File: config.mk
export PLATFORM = sky130hd
export DESIGN_NAME = byte_fifo_port
export DESIGN_NICKNAME = d
export VERILOG_FILES = /design/src/rtl/fifo_port_pkg.sv /design/src/rtl/host_decode.sv /design/src/rtl/fifo_core.sv /design/src/rtl/byte_fifo_port.sv
export SDC_FILE = /design/constraint.sdc
export NUM_CORES = 1
export LEC_CHECK = 0
export BUFFER_PORTS_ARGS = -buffer_cell sky130_fd_sc_hd__buf_2
export CORE_MARGIN = 2
export CORE_UTILIZATION = 55
export CTS_CLUSTER_DIAMETER = 40
export DETAILED_ROUTE_END_ITERATION = 10
export HOLD_SLACK_MARGIN = 0.08
export PLACE_DENSITY = 0.85
export SLEW_MARGIN = 20
export SYNTH_ARGS = -nofsm -noshare
export SYNTH_HDL_FRONTEND = slang
export SYNTH_SLANG_ARGS = --single-unit
File: constraint.sdc
create_clock -name clk -period 4.95 [get_ports clk]
set_input_delay 1.485 -clock clk [delete_from_list [all_inputs] [get_ports clk]]
set_output_delay 1.485 -clock clk [all_outputs]
set_load 0.005 [all_outputs]
File: src/rtl/fifo_port_pkg.sv
package fifo_port_pkg;

  typedef enum logic {
    OFS_UPPER = 1'b0,
    OFS_LOWER = 1'b1
  } byte_ofs_e;

  typedef struct packed {
    logic rd_upper;
    logic rd_lower;
    logic wr_upper;
    logic wr_lower;
  } host_op_t;

endpackage

File: src/rtl/host_decode.sv
module host_decode
  import fifo_port_pkg::*;
(
  input  logic     sel,
  input  logic     wr,
  input  logic     addr,
  output host_op_t op
);
  byte_ofs_e ofs;

  always_comb begin
    ofs         = byte_ofs_e'(addr);
    op.rd_upper = sel && !wr && (ofs == OFS_UPPER);
    op.rd_lower = sel && !wr && (ofs == OFS_LOWER);
    op.wr_upper = sel &&  wr && (ofs == OFS_UPPER);
    op.wr_lower = sel &&  wr && (ofs == OFS_LOWER);
  end
endmodule

File: src/rtl/fifo_core.sv
module fifo_core #(
  parameter int WIDTH = 16,
  parameter int DEPTH = 4,
  localparam int PW = (DEPTH > 1) ? $clog2(DEPTH) : 1,
  localparam int CW = $clog2(DEPTH + 1)
) (
  input  logic             clk,
  input  logic             rst,
  input  logic             push,
  input  logic [WIDTH-1:0] din,
  input  logic             pop,
  output logic [WIDTH-1:0] head,
  output logic [CW-1:0]    count,
  output logic             push_ok,
  output logic             pop_ok
);
  logic [WIDTH-1:0] mem [DEPTH];
  logic [PW-1:0]    wr_ptr, rd_ptr;

  function automatic logic [PW-1:0] bump(input logic [PW-1:0] p);
    return (p == PW'(DEPTH - 1)) ? '0 : p + 1'b1;
  endfunction

  assign pop_ok  = pop && (count != '0);
  assign push_ok = push && ((count != CW'(DEPTH)) || pop_ok);
  assign head    = mem[rd_ptr];

  always_ff @(posedge clk) begin
    if (push_ok) mem[wr_ptr] <= din;
  end

  always_ff @(posedge clk) begin
    if (rst) begin
      wr_ptr <= '0;
      rd_ptr <= '0;
      count  <= '0;
    end else begin
      if (push_ok) wr_ptr <= bump(wr_ptr);
      if (pop_ok)  rd_ptr <= bump(rd_ptr);
      if (push_ok && !pop_ok)      count <= count + 1'b1;
      else if (pop_ok && !push_ok) count <= count - 1'b1;
    end
  end

  p_level_bound_r1: assert property (@(posedge clk) disable iff (rst)
    count <= CW'(DEPTH));
  p_no_pop_when_empty_r9: assert property (@(posedge clk) disable iff (rst)
    (count == '0) |-> !pop_ok);
  p_full_refuses_r7: assert property (@(posedge clk) disable iff (rst)
    (push && !pop && count == CW'(DEPTH)) |-> !push_ok);
  p_balanced_level_r10: assert property (@(posedge clk) disable iff (rst)
    (push_ok && pop_ok) |=> $stable(count));
endmodule

File: src/rtl/byte_fifo_port.sv
module byte_fifo_port
  import fifo_port_pkg::*;
#(
  parameter int BYTE_W = 8,
  parameter int DEPTH  = 4,
  localparam int WORD_W = 2 * BYTE_W,
  localparam int CW     = $clog2(DEPTH + 1)
) (
  input  logic              clk,
  input  logic              rst,
  input  logic              host_sel,
  input  logic              host_wr,
  input  logic              host_addr,
  input  logic [BYTE_W-1:0] host_wdata,
  output logic [BYTE_W-1:0] host_rdata,
  input  logic              rx_push,
  input  logic [WORD_W-1:0] rx_data,
  output logic              rx_not_empty,
  output logic              rx_overrun,
  input  logic              tx_pop,
  output logic [WORD_W-1:0] tx_data,
  output logic              tx_valid,
  output logic              tx_not_full,
  output logic              tx_overflow
);
  host_op_t          op;
  logic [WORD_W-1:0] rx_head;
  logic [CW-1:0]     rx_count, tx_count;
  logic              rx_push_ok, rx_pop_ok, tx_push_ok, tx_pop_ok;
  logic [BYTE_W-1:0] hold_q;

  host_decode u_decode (
    .sel(host_sel), .wr(host_wr), .addr(host_addr), .op(op)
  );

  fifo_core #(.WIDTH(WORD_W), .DEPTH(DEPTH)) u_rx_q (
    .clk(clk), .rst(rst),
    .push(rx_push), .din(rx_data), .pop(op.rd_lower),
    .head(rx_head), .count(rx_count),
    .push_ok(rx_push_ok), .pop_ok(rx_pop_ok)
  );

  fifo_core #(.WIDTH(WORD_W), .DEPTH(DEPTH)) u_tx_q (
    .clk(clk), .rst(rst),
    .push(op.wr_lower), .din({hold_q, host_wdata}), .pop(tx_pop),
    .head(tx_data), .count(tx_count),
    .push_ok(tx_push_ok), .pop_ok(tx_pop_ok)
  );

  assign rx_not_empty = (rx_count != '0);
  assign tx_valid     = (tx_count != '0);
  assign tx_not_full  = (tx_count != CW'(DEPTH));

  always_ff @(posedge clk) begin
    if (rst) begin
      host_rdata  <= '0;
      hold_q      <= '0;
      rx_overrun  <= 1'b0;
      tx_overflow <= 1'b0;
    end else begin
      if (op.rd_upper || op.rd_lower) begin
        if (!rx_not_empty)    host_rdata <= '0;
        else if (op.rd_lower) host_rdata <= rx_head[BYTE_W-1:0];
        else                  host_rdata <= rx_head[WORD_W-1:BYTE_W];
      end
      if (op.wr_upper) hold_q <= host_wdata;
      if (rx_push && !rx_push_ok)    rx_overrun  <= 1'b1;
      if (op.wr_lower && !tx_push_ok) tx_overflow <= 1'b1;
    end
  end

  p_upper_read_keeps_level_r4: assert property (@(posedge clk) disable iff (rst)
    (op.rd_upper && !rx_push) |=> $stable(rx_count));
  p_empty_read_zero_r5: assert property (@(posedge clk) disable iff (rst)
    ((op.rd_upper || op.rd_lower) && !rx_not_empty) |=> (host_rdata == '0));
  p_overrun_sticky_r8: assert property (@(posedge clk) disable iff (rst)
    rx_overrun |=> rx_overrun);
  p_overflow_sticky_r7: assert property (@(posedge clk) disable iff (rst)
    tx_overflow |=> tx_overflow);
  p_tx_pop_needs_data_r9: assert property (@(posedge clk) disable iff (rst)
    (tx_pop && !tx_valid && !op.wr_lower) |=> (tx_count == '0));
  p_upper_write_no_push_r6: assert property (@(posedge clk) disable iff (rst)
    (op.wr_upper && !tx_pop) |=> $stable(tx_count));
endmodule

Word-level counts from Yosys, hierarchy flattened
Memory sizes are Yosys's and may differ from the RTL's. A register that Yosys moved wholly into a read port is not among the register bits.
Index checks and enable logic that the tools add are counted.
{"block": "totals", "n_memories": 2, "mem_bits_rw": 128, "reg_bits": 32, "rom_bits": 0, "latch_bits": 0}
{"block": "classes", "muxes": 18, "shift": 0, "reduce_logical": 28, "n_eq_ne": 6, "add_sub_neg": 8, "mul": 0, "n_div": 0, "magnitude_cmp": 0, "bitwise": 1}
{"name": "u_rx_q.mem", "words": 4, "width": 16, "read_ports": 1, "rd_ports_with_merged_regs": 1, "write_ports": 1, "line": "fifo_core.sv:17", "source": "logic [WIDTH-1:0] mem [DEPTH];"}
{"name": "u_tx_q.mem", "words": 4, "width": 16, "read_ports": 1, "rd_ports_with_merged_regs": 1, "write_ports": 1, "line": "fifo_core.sv:17"}
{"op": "logical AND 1 bit", "n": 16}
{"op": "two-way mux 2 bit", "n": 8}
{"op": "two-way mux 8 bit", "n": 2}
{"op": "two-way mux 3 bit", "n": 4}
{"op": "adder 2 x 1 -> 2 bit (second input constant)", "n": 4}
{"op": "== test 2 bit (second input constant)", "n": 4}
{"op": "adder 3 x 1 -> 3 bit (second input constant)", "n": 2}
{"op": "!= test 3 bit (second input constant)", "n": 2}
{"op": "nonzero test 3 bit", "n": 2}
{"op": "subtractor 3 x 1 -> 3 bit (second input constant)", "n": 2}
{"op": "zero test 1 bit", "n": 5}
{"op": "two-way mux 1 bit", "n": 4}
{"op": "nonzero test 2 bit", "n": 2}
{"op": "logical OR 1 bit", "n": 3}
{"op": "NOT 1 bit", "n": 1}

Logic depth before layout (Yosys ltp)
Gate-level depths: netlist of run 1.
{"block": "depth", "depth_word": 10, "ltp_mapped": 9}

By module
From an unflattened synthesis of run 1, not the netlist that was laid out.
{"block": "hier_totals", "cells_unflattened": 339, "hier_area_um2": 6362.4}
{"module": "fifo_core", "area_each_um2": 2781.4, "cells_each": 130, "instances": 2}
{"module": "byte_fifo_port", "area_each_um2": 762.0, "cells_each": 75, "instances": 1}
{"module": "host_decode", "area_each_um2": 37.5, "cells_each": 4, "instances": 1}

Least setup slack after synthesis of run 1
OpenSTA, ideal clock, no wires.
{"block": "synth_timing", "kind": "in2reg", "startpoint": "in host_wr", "endpoint": "reg u_rx_q.count[2]", "cell_stages": 8, "n_path_buf": 0, "t_required_ns": 4.880, "path_slack_ns": 1.679, "setup_time_ns": 0.070, "arrival_time_ns": 3.201, "cell_sequence": "nand3b_4 a31oi_2 ha_1 inv_1 fa_1 xor2_1 or3_1 a21oi_1"}
{"block": "synth_between", "elab_chain_cells": 9}
{"element": "start, declared", "line": "byte_fifo_port.sv:12", "source": "input logic host_wr,"}
{"element": "zero test 1 bit (*)", "line": "host_decode.sv:14", "source": "op.rd_lower = sel && !wr && (ofs == OFS_LOWER);"}
{"element": "logical AND 1 bit (*) (2 in a row)", "line": "host_decode.sv:14"}
{"element": "logical AND 1 bit (*)", "line": "fifo_core.sv:24", "source": "assign pop_ok = pop && (count != '0);"}
{"element": "logical OR 1 bit (*)", "line": "fifo_core.sv:25", "source": "assign push_ok = push && ((count != CW'(DEPTH)) || pop_ok);"}
{"element": "logical AND 1 bit (*)", "line": "fifo_core.sv:25"}
{"element": "named net rx_push_ok", "line": "byte_fifo_port.sv:29", "source": "logic rx_push_ok, rx_pop_ok, tx_push_ok, tx_pop_ok;"}
{"element": "zero test 1 bit", "line": "fifo_core.sv:41", "source": "else if (pop_ok && !push_ok) count <= count - 1'b1;"}
{"element": "logical AND 1 bit", "line": "fifo_core.sv:41"}
{"element": "nonzero test 2 bit (no source line)"}
{"element": "end signal, assigned", "line": "fifo_core.sv:40", "source": "if (push_ok && !pop_ok) count <= count + 1'b1;"}
{"element": "end signal, assigned", "line": "fifo_core.sv:41"}
{"element": "end, declared", "line": "fifo_core.sv:13", "source": "output logic [CW-1:0] count,"}
The timed path passes the listed nets; every way through them passes the cells marked *.
A chain may end at the register's enable or synchronous reset.

==> results of run 1 <==
==> final timing paths <==
kind | from | to | slack [ns]
setup reg to reg | u_rx_q.count[0]$_SDFFE_PP0P_ | u_rx_q.count[2]$_SDFFE_PP0P_ | 2.46
setup / recovery | flop | tx_data[7] | 1.59
hold / removal | host_rdata[7]$_SDFFE_PP0P_ | host_rdata[7]$_SDFFE_PP0P_ | 0.44
hold reg to reg | host_rdata[7]$_SDFFE_PP0P_ | host_rdata[7]$_SDFFE_PP0P_ | 0.44
==> critical path, delay by kind of cell (launching register included) <==
| family | cells | cell delay (ns) |
|---|---|---|
| flip-flops | 1 | 0.86 |
| multiplexers | 1 | 0.44 |
| buffers and inverters | 1 | 0.15 |
==> cell type report <==
class                           instances  area, µm²
Sequential cell                       164       4570
Fill cell                             712       3700
Multi-Input combinational cell        155       1580
Clock buffer                           23        500
Timing Repair Buffer                   60        303
Tap cell                              140        175
Clock inverter                          9        114
Inverter                               10       37.5
Antenna cell                            1       2.50
==> power by group <==
part	total (W)	internal [W]	switching (W)
Clock	0.00134	0.000821	0.000520
Combinational	0.000502	0.000251	0.000251
Sequential	0.00167	0.00160	0.0000792
==> Yosys cell counts (all sizes together) <==
| cell type | n | area [µm²] |
|---|---|---|
| o21ai | 5 | 25.0 |
| or3 | 4 | 25.0 |
| ha | 12 | 150 |
| mux4 | 32 | 721 |
| mux2i | 13 | 130 |
| or3b | 1 | 11.3 |
| and2 | 8 | 50.1 |
| nand3b | 2 | 27.5 |
| edfxtp | 128 | 3840 |
| nand2 | 23 | 86.3 |
| nor3 | 3 | 42.5 |
| fa | 2 | 40.0 |
| nand3 | 2 | 10.0 |
| a31oi | 1 | 12.5 |
| buf | 7 | 47.5 |
| a21oi | 8 | 40.0 |
| nor4b | 1 | 8.76 |
| dfxtp | 36 | 721 |
| clkbuf | 5 | 18.8 |
| a41oi | 2 | 17.5 |
| nor2 | 24 | 90.1 |
| xor2 | 4 | 35.0 |
| inv | 10 | 37.5 |
| a22oi | 8 | 60.1 |
==> placed cells by master, fill, tap and decap left out <==
master | netlist | final
mux4_2 | 32 | 32
nor3_2 | 1 | 1
clkinvlp_4 | 0 | 3
bufinv_16 | 0 | 2
clkinv_2 | 0 | 1
nand3_1 | 2 | 2
a41oi_1 | 2 | 2
nor3_4 | 2 | 2
or3b_4 | 1 | 1
or3_1 | 4 | 4
ha_1 | 12 | 12
nor4b_1 | 1 | 1
inv_6 | 0 | 3
inv_1 | 10 | 10
dfxtp_1 | 36 | 35
mux2i_1 | 13 | 13
clkbuf_8 | 0 | 1
a31oi_2 | 1 | 1
nand3b_4 | 1 | 1
and2_1 | 8 | 8
buf_2 | 5 | 59
o21ai_0 | 5 | 5
a22oi_1 | 8 | 8
edfxtp_1 | 128 | 128
xor2_1 | 4 | 4
nor2_1 | 24 | 24
fa_1 | 2 | 2
nand2_1 | 23 | 23
dfxtp_2 | 0 | 1
clkbuf_1 | 5 | 3
nand3b_1 | 1 | 1
buf_4 | 0 | 1
a21oi_1 | 8 | 8
diode_2 | 0 | 1
clkbuf_16 | 0 | 19
==> per-layer routing <==
metal | vias to the layer above | GRT usage (%) | share of wire [%]
li1 | 1460 | - | -
met1 | 1627 | 23.2 | 41
met2 | 74 | 32.4 | 52
met3 | 19 | 5.98 | 4.9
met4 | 0 | 6.83 | 1.7
met5 | - | 0 | 0
==> through the flow <==
stage | util [%] | power [W] | area [µm²]
floorplan | - | 0.00204 | 6250
global placement | 60.7 | 0.00218 | 6660
detailed placement | 60.7 | 0.00221 | 6660
CTS | 66.3 | 0.00354 | 7280
global route | 66.3 | 0.00365 | 7280
finish | 66.3 | 0.00352 | 7280
==> state kept, by name, indices dropped and copies added, names as in the netlist, named ones only <==
signal,flops
u_rx_q.mem,64
u_tx_q.mem,64
hold_q,8
host_rdata,8
u_rx_q.count,3
u_tx_q.count,3
u_rx_q.rd_ptr,2
u_rx_q.wr_ptr,2
u_tx_q.rd_ptr,2
u_tx_q.wr_ptr,2
rx_overrun,1
tx_overflow,1
==> kinds of logic (layout without fill, tap and decap cells) <==
logic type | count (synthesis) | after routing
fa+ha+maj | 14 | 14
simple gates | 68 | 68
mux | 45 | 45
compound gates | 24 | 24
other cells | 0 | 1
xor+xnor | 4 | 4
buf+inv | 22 | 102
flops | 164 | 164
==> impl_metrics.toml, run 1 <==
[hold_path]
hold_class = "reg2reg"
hold_depth = 2

[job]
cap_violations = 0

[sta]
rsz0062_at_grt = "no"
finalCriticalPeriod_ns = 3.36
setup_viol = 0
max_freq_mhz = 298
holdWs_ns = 0.437
maxSlewViolCount = 0
worst_pin_slew_ns = 0.944
setup_slack_ns = 1.59
setup_tns_ns = 0
timing.final.crit_share_pct = 67.8
finClkSkew_ns = 0.00891
hold_viol = 0
slew_headroom_pct = 37.1

[placed_design]
place_congestion = 0.770
numPortBuffers = 59
dp_worst_setup_slack_ns = 1.34
place_hpwl_um = 6750
placed_cells = 529

[route]
first_iter_violations = 186
first_pass_iters = 4
post_drt_wl_per_cell_um = 19.5
ant_nets = 0
via_count = 3180
drc = 0
drt_wl_total_um = 11000
viasPerCell = 5.66

[yosys]
synth_cell_types = 27
yosysWarnings = 0
yosysSeqAreaShare_pct = 73.0
syn_area_um2 = 6250
yosys.area_share.simple_pct = 5.62
synth_xor_xnor_area_share_pct = 0.560
netlist_instances = 341
synth_top_family_by_area = "multiplexers"
synthAdderAreaFrac_pct = 3.04
synth_compound_area_share_pct = 2.48
synth_area_per_cell_um2 = 18.3
ys_seq_elements = 164
syn_nets = 386
synthMuxAreaShare_pct = 13.6

[worst_setup_path]
crit_fanout = 16
critical_path_class = "reg2out"
slowest_stage = "dfxtp_1"
cp.arrival_ns = 1.87
cpPeakStageDelay_ns = 0.86
crit_chain = "mux4_2 -> buf_2"
start_kind = "flop"
crit_required_ns = 3.46
worstRegToRegCells = 9
cp-end-kind = "output pin"

[clock_tree]
cts_tree = "built"
cts_root_buf = "clkbuf_16"
cts_buffers = 17
cts_buffer_depth = 2
hold_buffers = 0
clock_latency_ns = 0.42
ctsResizeCount = 0
clkTransAtPathRegs_ns = 0.06
h-tree-depth = 4
post_cts_buffers = 0
cts_sinks = 164

[global_route]
grt_first_pass_wirelength_um = 17600
grt.overflow.total = 0
grt_pass1_vias = 3380
grt_max_degree = 27
grt_use_total_pct = 19.1
antenna_found_initial = 1

[floorplanning]
rows = 38
dieArea_um2 = 12200
placeableCoreArea_um2 = 11000
io_pins = 60
initial_core_util_pct = 56.9
fp.dieH_um = 111
die_w_um = 111

[finish]
instances_no_fill = 562
nNetsFinal = 453
syn2layout_area_growth_pct = 16.5
drive_above_1_share_pct = 30.4

[power]
ir_worst_vdd_uv = 332
powerDensity_nw_per_um2 = 483
cellLeakagePower_nw = 2.64

[status]
status = "complete, no violations"
Note: power is estimated with default switching activity, not from simulation.
==> inputs of run 2 (changes only) <==
Clock period 4.95 ns to 3.3 ns, I/O delays scaled along.
==> run 2 against run 1 <==
  * Clock power rose by 49%
  * Sequential cell count did not move
  * Global-route usage rose by 0.16 points
  * Sequential power rose by 49%
  * Wire length rose by 0.36%
  * Largest cell class unchanged
==> impl_metrics.toml, run 2 (same netlist as run 1, synthesis figures left out) <==
[status]
status = "complete, no violations"

[sta]
setup_viol = 0
finalCriticalPeriod_ns = 2.76
slew_headroom_pct = 44.1
worst_pin_slew_ns = 0.838
finClkSkew_ns = 0.00832
rsz0062_at_grt = "no"
timing.final.crit_share_pct = 83.8
maxSlewViolCount = 0
setup_tns_ns = 0
hold_viol = 0
max_freq_mhz = 362

[finish]
final_common_cell = "edfxtp_1"
nNetsFinal = 466
reg_top3 = "u_rx_q.mem: 64 flops, u_tx_q.mem: 64 flops"
design_area_um2 = 7360
drive_above_1_share_pct = 32.3
diodes = 0
fill_cells = 706
instances_no_fill = 574
layout_common_cells = "edfxtp_1 (128), buf_2 (59), dfxtp_1 (36)"
syn2layout_area_growth_pct = 17.8

[power]
p_switching_w = 0.00129
intPower_w = 0.00399
power.total_w = 0.00528
powerDensity_nw_per_um2 = 717
ir_worst_vdd_uv = 454
cellLeakagePower_nw = 2.71
switching_share_pct = 24.5
combPwrFrac_pct = 15.3
p_clk_share_pct = 37.7
seqPwrFrac_pct = 47.0

[floorplanning]
die_w_um = 111
fp.dieH_um = 111
io_pins = 60
placeableCoreArea_um2 = 11000
rows = 38
dieArea_um2 = 12200
initial_core_util_pct = 56.9

[worst_setup_path]
start_kind = "flop"
crit_fanout = 16
crit_required_ns = 2.31
r2r-start = "u_rx_q.count[0]$_SDFFE_PP0P_"
cp.arrival_ns = 1.77
cp-end-kind = "output pin"
critical_path_class = "reg2out"

[clock_tree]
cts_root_buf = "clkbuf_16"
clkTransAtPathRegs_ns = 0.06
cts_buffers = 17
clock_latency_ns = 0.41
cts_tree = "built"
cts_buffer_depth = 2
post_cts_buffers = 0
h-tree-depth = 4
ctsResizeCount = 0
hold_buffers = 0
cts_sinks = 164

[route]
viasPerCell = 5.59
first_iter_violations = 225
first_pass_iters = 4
ant_nets = 0
via_count = 3207
drt_wl_total_um = 11000
drc = 0
post_drt_wl_per_cell_um = 19.2

[placed_design]
placed_cell_area_um2 = 6760
numPortBuffers = 59
placed_cells = 542
place_hpwl_um = 6790
place_congestion = 0.755

[global_route]
grt_first_pass_wirelength_um = 17600
grt_max_degree = 27
grt.overflow.total = 0
grt_pass1_vias = 3358
grt_use_total_pct = 19.2
antenna_found_initial = 0

[hold_path]
hold_start = "host_rdata[3]$_SDFFE_PP0P_"
hold_class = "reg2reg"

[job]
cap_violations = 0
-- run 2: cell types whose count changed in the layout (fill, tap and decap cells not counted), moves of 2 or more --
cell,previous run,this run
buf_4,1,14
clkinv_4,0,4
clkinvlp_4,3,0
clkbuf_1,3,1
clkbuf_16,19,17
clkinv_1,0,2
-- run 2: area by class of cell --
type                       count  area (µm²)  share of cell area [%]
clock inverter                14         175                    2.38
clock buffer                  18         429                    5.83
inverter                      10        37.5                   0.510
tap                          140         175                    2.38
timing repair buffer          73         400                    5.44
sequential                   164        4560                    62.0
multi-input combinational    155        1580                    21.5
-- run 2: metrics by stage --
step	hold WS, ns	worst slack, ns	utilization (%)
global placement	0.421	0.409	61.6
finish	0.437	0.536	67.1
floorplan	0.435	0.524	-
CTS	0.441	0.486	67.1
detailed placement	0.431	0.298	61.6
global route	0.453	0.438	67.1
-- run 2: worst paths after layout --
path | end | slack (ns) | cells past startpoint
worst min register to register | host_rdata[3]$_SDFFE_PP0P_ | 0.44 | 2
worst max-delay path | tx_data[7] | 0.54 | 3
worst min-delay path | host_rdata[3]$_SDFFE_PP0P_ | 0.44 | 2
worst max register to register | u_rx_q.count[2]$_SDFFE_PP0P_ | 0.84 | 9
-- run 2: layer usage --
| layer | track usage [%] | routed length [µm] |
|---|---|---|
| met5 | 0 | 0 |
| met2 | 31.9 | 5710 |
| met1 | 24.3 | 4550 |
| met4 | 7.92 | 135 |
| met3 | 5.16 | 616 |
-- run 2: power by group through the flow --
stage | sequential, W | clock (W) | combinational [W]
after floorplan | 0.00250 | 0 | 0.000554
after global placement | 0.00251 | 0 | 0.000787
after detailed placement | 0.00252 | 0 | 0.000812
after CTS | 0.00248 | 0.00202 | 0.000824
after global routing | 0.00250 | 0.00210 | 0.000891
final | 0.00248 | 0.00199 | 0.000806
-- run 2: worst max-delay path, cell delays in order, from the launching register on --
cell and delay [ns]:
dfxtp_1 0.31, buf_4 0.32, mux4_2 0.57, buf_2 0.15
==> inputs of run 3 (changes only) <==
Clock period 3.3 ns to 2.68 ns, I/O delays scaled along.
==> run 3 against run 2 <==
  * Sequential power up 23%
  * Global-route usage up 0.31 points
  * Non-clock buffer count up 4
  * Critical path type unchanged
  * Critical endpoint is now tx_data[15]
  * Highest routed layer unchanged
==> impl_metrics.toml, run 3 (same netlist as run 1, synthesis figures left out) <==
[status]
status = "complete, no violations"

[power]
ir_worst_vdd_uv = 681
powerDensity_nw_per_um2 = 875
power.total_w = 0.00645
cellLeakagePower_nw = 2.71

[placed_design]
place_congestion = 0.796
placed_cell_area_um2 = 6790
numPortBuffers = 59
place_hpwl_um = 6900

[clock_tree]
hold_buffers = 0
clkTransAtPathRegs_ns = 0.06
cts_buffer_depth = 2
clock_latency_ns = 0.42
cts_sinks = 164
cts_root_buf = "clkbuf_16"
h-tree-depth = 4
cts_tree = "built"
post_cts_buffers = 0
cts_buffers = 17
ctsResizeCount = 0

[worst_setup_path]
cp-end-kind = "output pin"
cp.arrival_ns = 1.77
crit_required_ns = 1.88
critical_path_class = "reg2out"
worstRegToRegCells = 8
crit_fanout = 16
start_kind = "flop"

[global_route]
grt_use_total_pct = 19.5
antenna_found_initial = 1
grt_first_pass_wirelength_um = 17900
grt_pass1_vias = 3315
grt.overflow.total = 0
grt_max_degree = 26

[floorplanning]
dieArea_um2 = 12200
initial_core_util_pct = 56.9
fp.dieH_um = 111
die_w_um = 111
io_pins = 60
placeableCoreArea_um2 = 11000
rows = 38

[route]
post_drt_wl_per_cell_um = 19.2
drt_wl_total_um = 11100
viasPerCell = 5.60
via_count = 3240
first_iter_violations = 277
first_pass_iters = 4
ant_nets = 0
drc = 0

[sta]
max_freq_mhz = 388
maxSlewViolCount = 0
finalCriticalPeriod_ns = 2.58
holdWs_ns = 0.430
hold_viol = 0
timing.final.crit_share_pct = 96.2
setup_viol = 0
finClkSkew_ns = 0.00657
rsz0062_at_grt = "no"
setup_tns_ns = 0
slew_headroom_pct = 47.8
worst_pin_slew_ns = 0.783

[finish]
syn2layout_area_growth_pct = 17.9
final_common_cell = "edfxtp_1"
multi_input_area_um2 = 1580
ff_latch_area_um2 = 4560
fill_cells = 710
layout_common_cells = "edfxtp_1 (128), buf_2 (59), dfxtp_1 (36)"
design_area_um2 = 7370
reg_top3 = "u_rx_q.mem: 64 flops, u_tx_q.mem: 64 flops"
nNetsFinal = 470
drive_above_1_share_pct = 32.6

[hold_path]
hold_class = "reg2reg"
hold_depth = 2

[job]
cap_violations = 0
[run 3: cell count changes in the layout (fill, tap and decap cells not counted)]
cell / change
inv_6: -3
inv_8: -1
clkinv_1: -1
diode_2: +1
clkinvlp_4: +3
buf_4: +4
clkinv_2: +4
clkbuf_1: +2
clkinv_4: -4
[run 3: where the power goes]
| part | switching, W | internal [W] | total, W |
|---|---|---|---|
| Sequential | 0.000111 | 0.00294 | 0.00306 |
| Combinational | 0.000517 | 0.000508 | 0.00103 |
| Clock | 0.000915 | 0.00145 | 0.00237 |
| Total | 0.00154 | 0.00490 | 0.00645 |
[run 3: per-layer routing]
layer  track usage, %  part of all wire [%]
met1             25.9                    42
met2             30.9                    51
met3             6.15                   5.6
met4             6.83                   1.5
met5                0                     0
[run 3: final cells by class]
class	instances	area share, %
diodes	1	0.0340
clock buffers	20	5.92
clock inverters	12	1.92
inverters	10	0.509
multi-input cells	155	21.5
flip-flops and latches	164	61.9
well taps	140	2.38
repair buffers	77	5.84
[run 3: path summary, 6_finish.rpt]
check                                  to  slack [ns]                          from
min reg2reg    host_rdata[5]$_SDFFE_PP0P_        0.43    host_rdata[5]$_SDFFE_PP0P_
min            host_rdata[5]$_SDFFE_PP0P_        0.43    host_rdata[5]$_SDFFE_PP0P_
max                           tx_data[15]        0.10                          flop
max reg2reg  u_tx_q.count[2]$_SDFFE_PP0P_        0.35  u_tx_q.count[0]$_SDFFE_PP0P_
[run 3: worst max-delay path, stage by stage, from the launching register on]
cell and delay [ns]:
dfxtp_1 0.31, buf_4 0.31, mux4_2 0.58, buf_2 0.15
[run 3: per-stage QoR]
stage | instances | utilization (%) | setup slack [ns]
2_1_floorplan | 341 | - | 0.0901
6_report | 579 | 67.1 | 0.102
5_1_grt | 579 | 67.1 | 0.0210
3_5_place_dp | 546 | 61.8 | 0.0289
4_1_cts | 578 | 67.1 | 0.0607
3_3_place_gp | 546 | 61.8 | 0.104
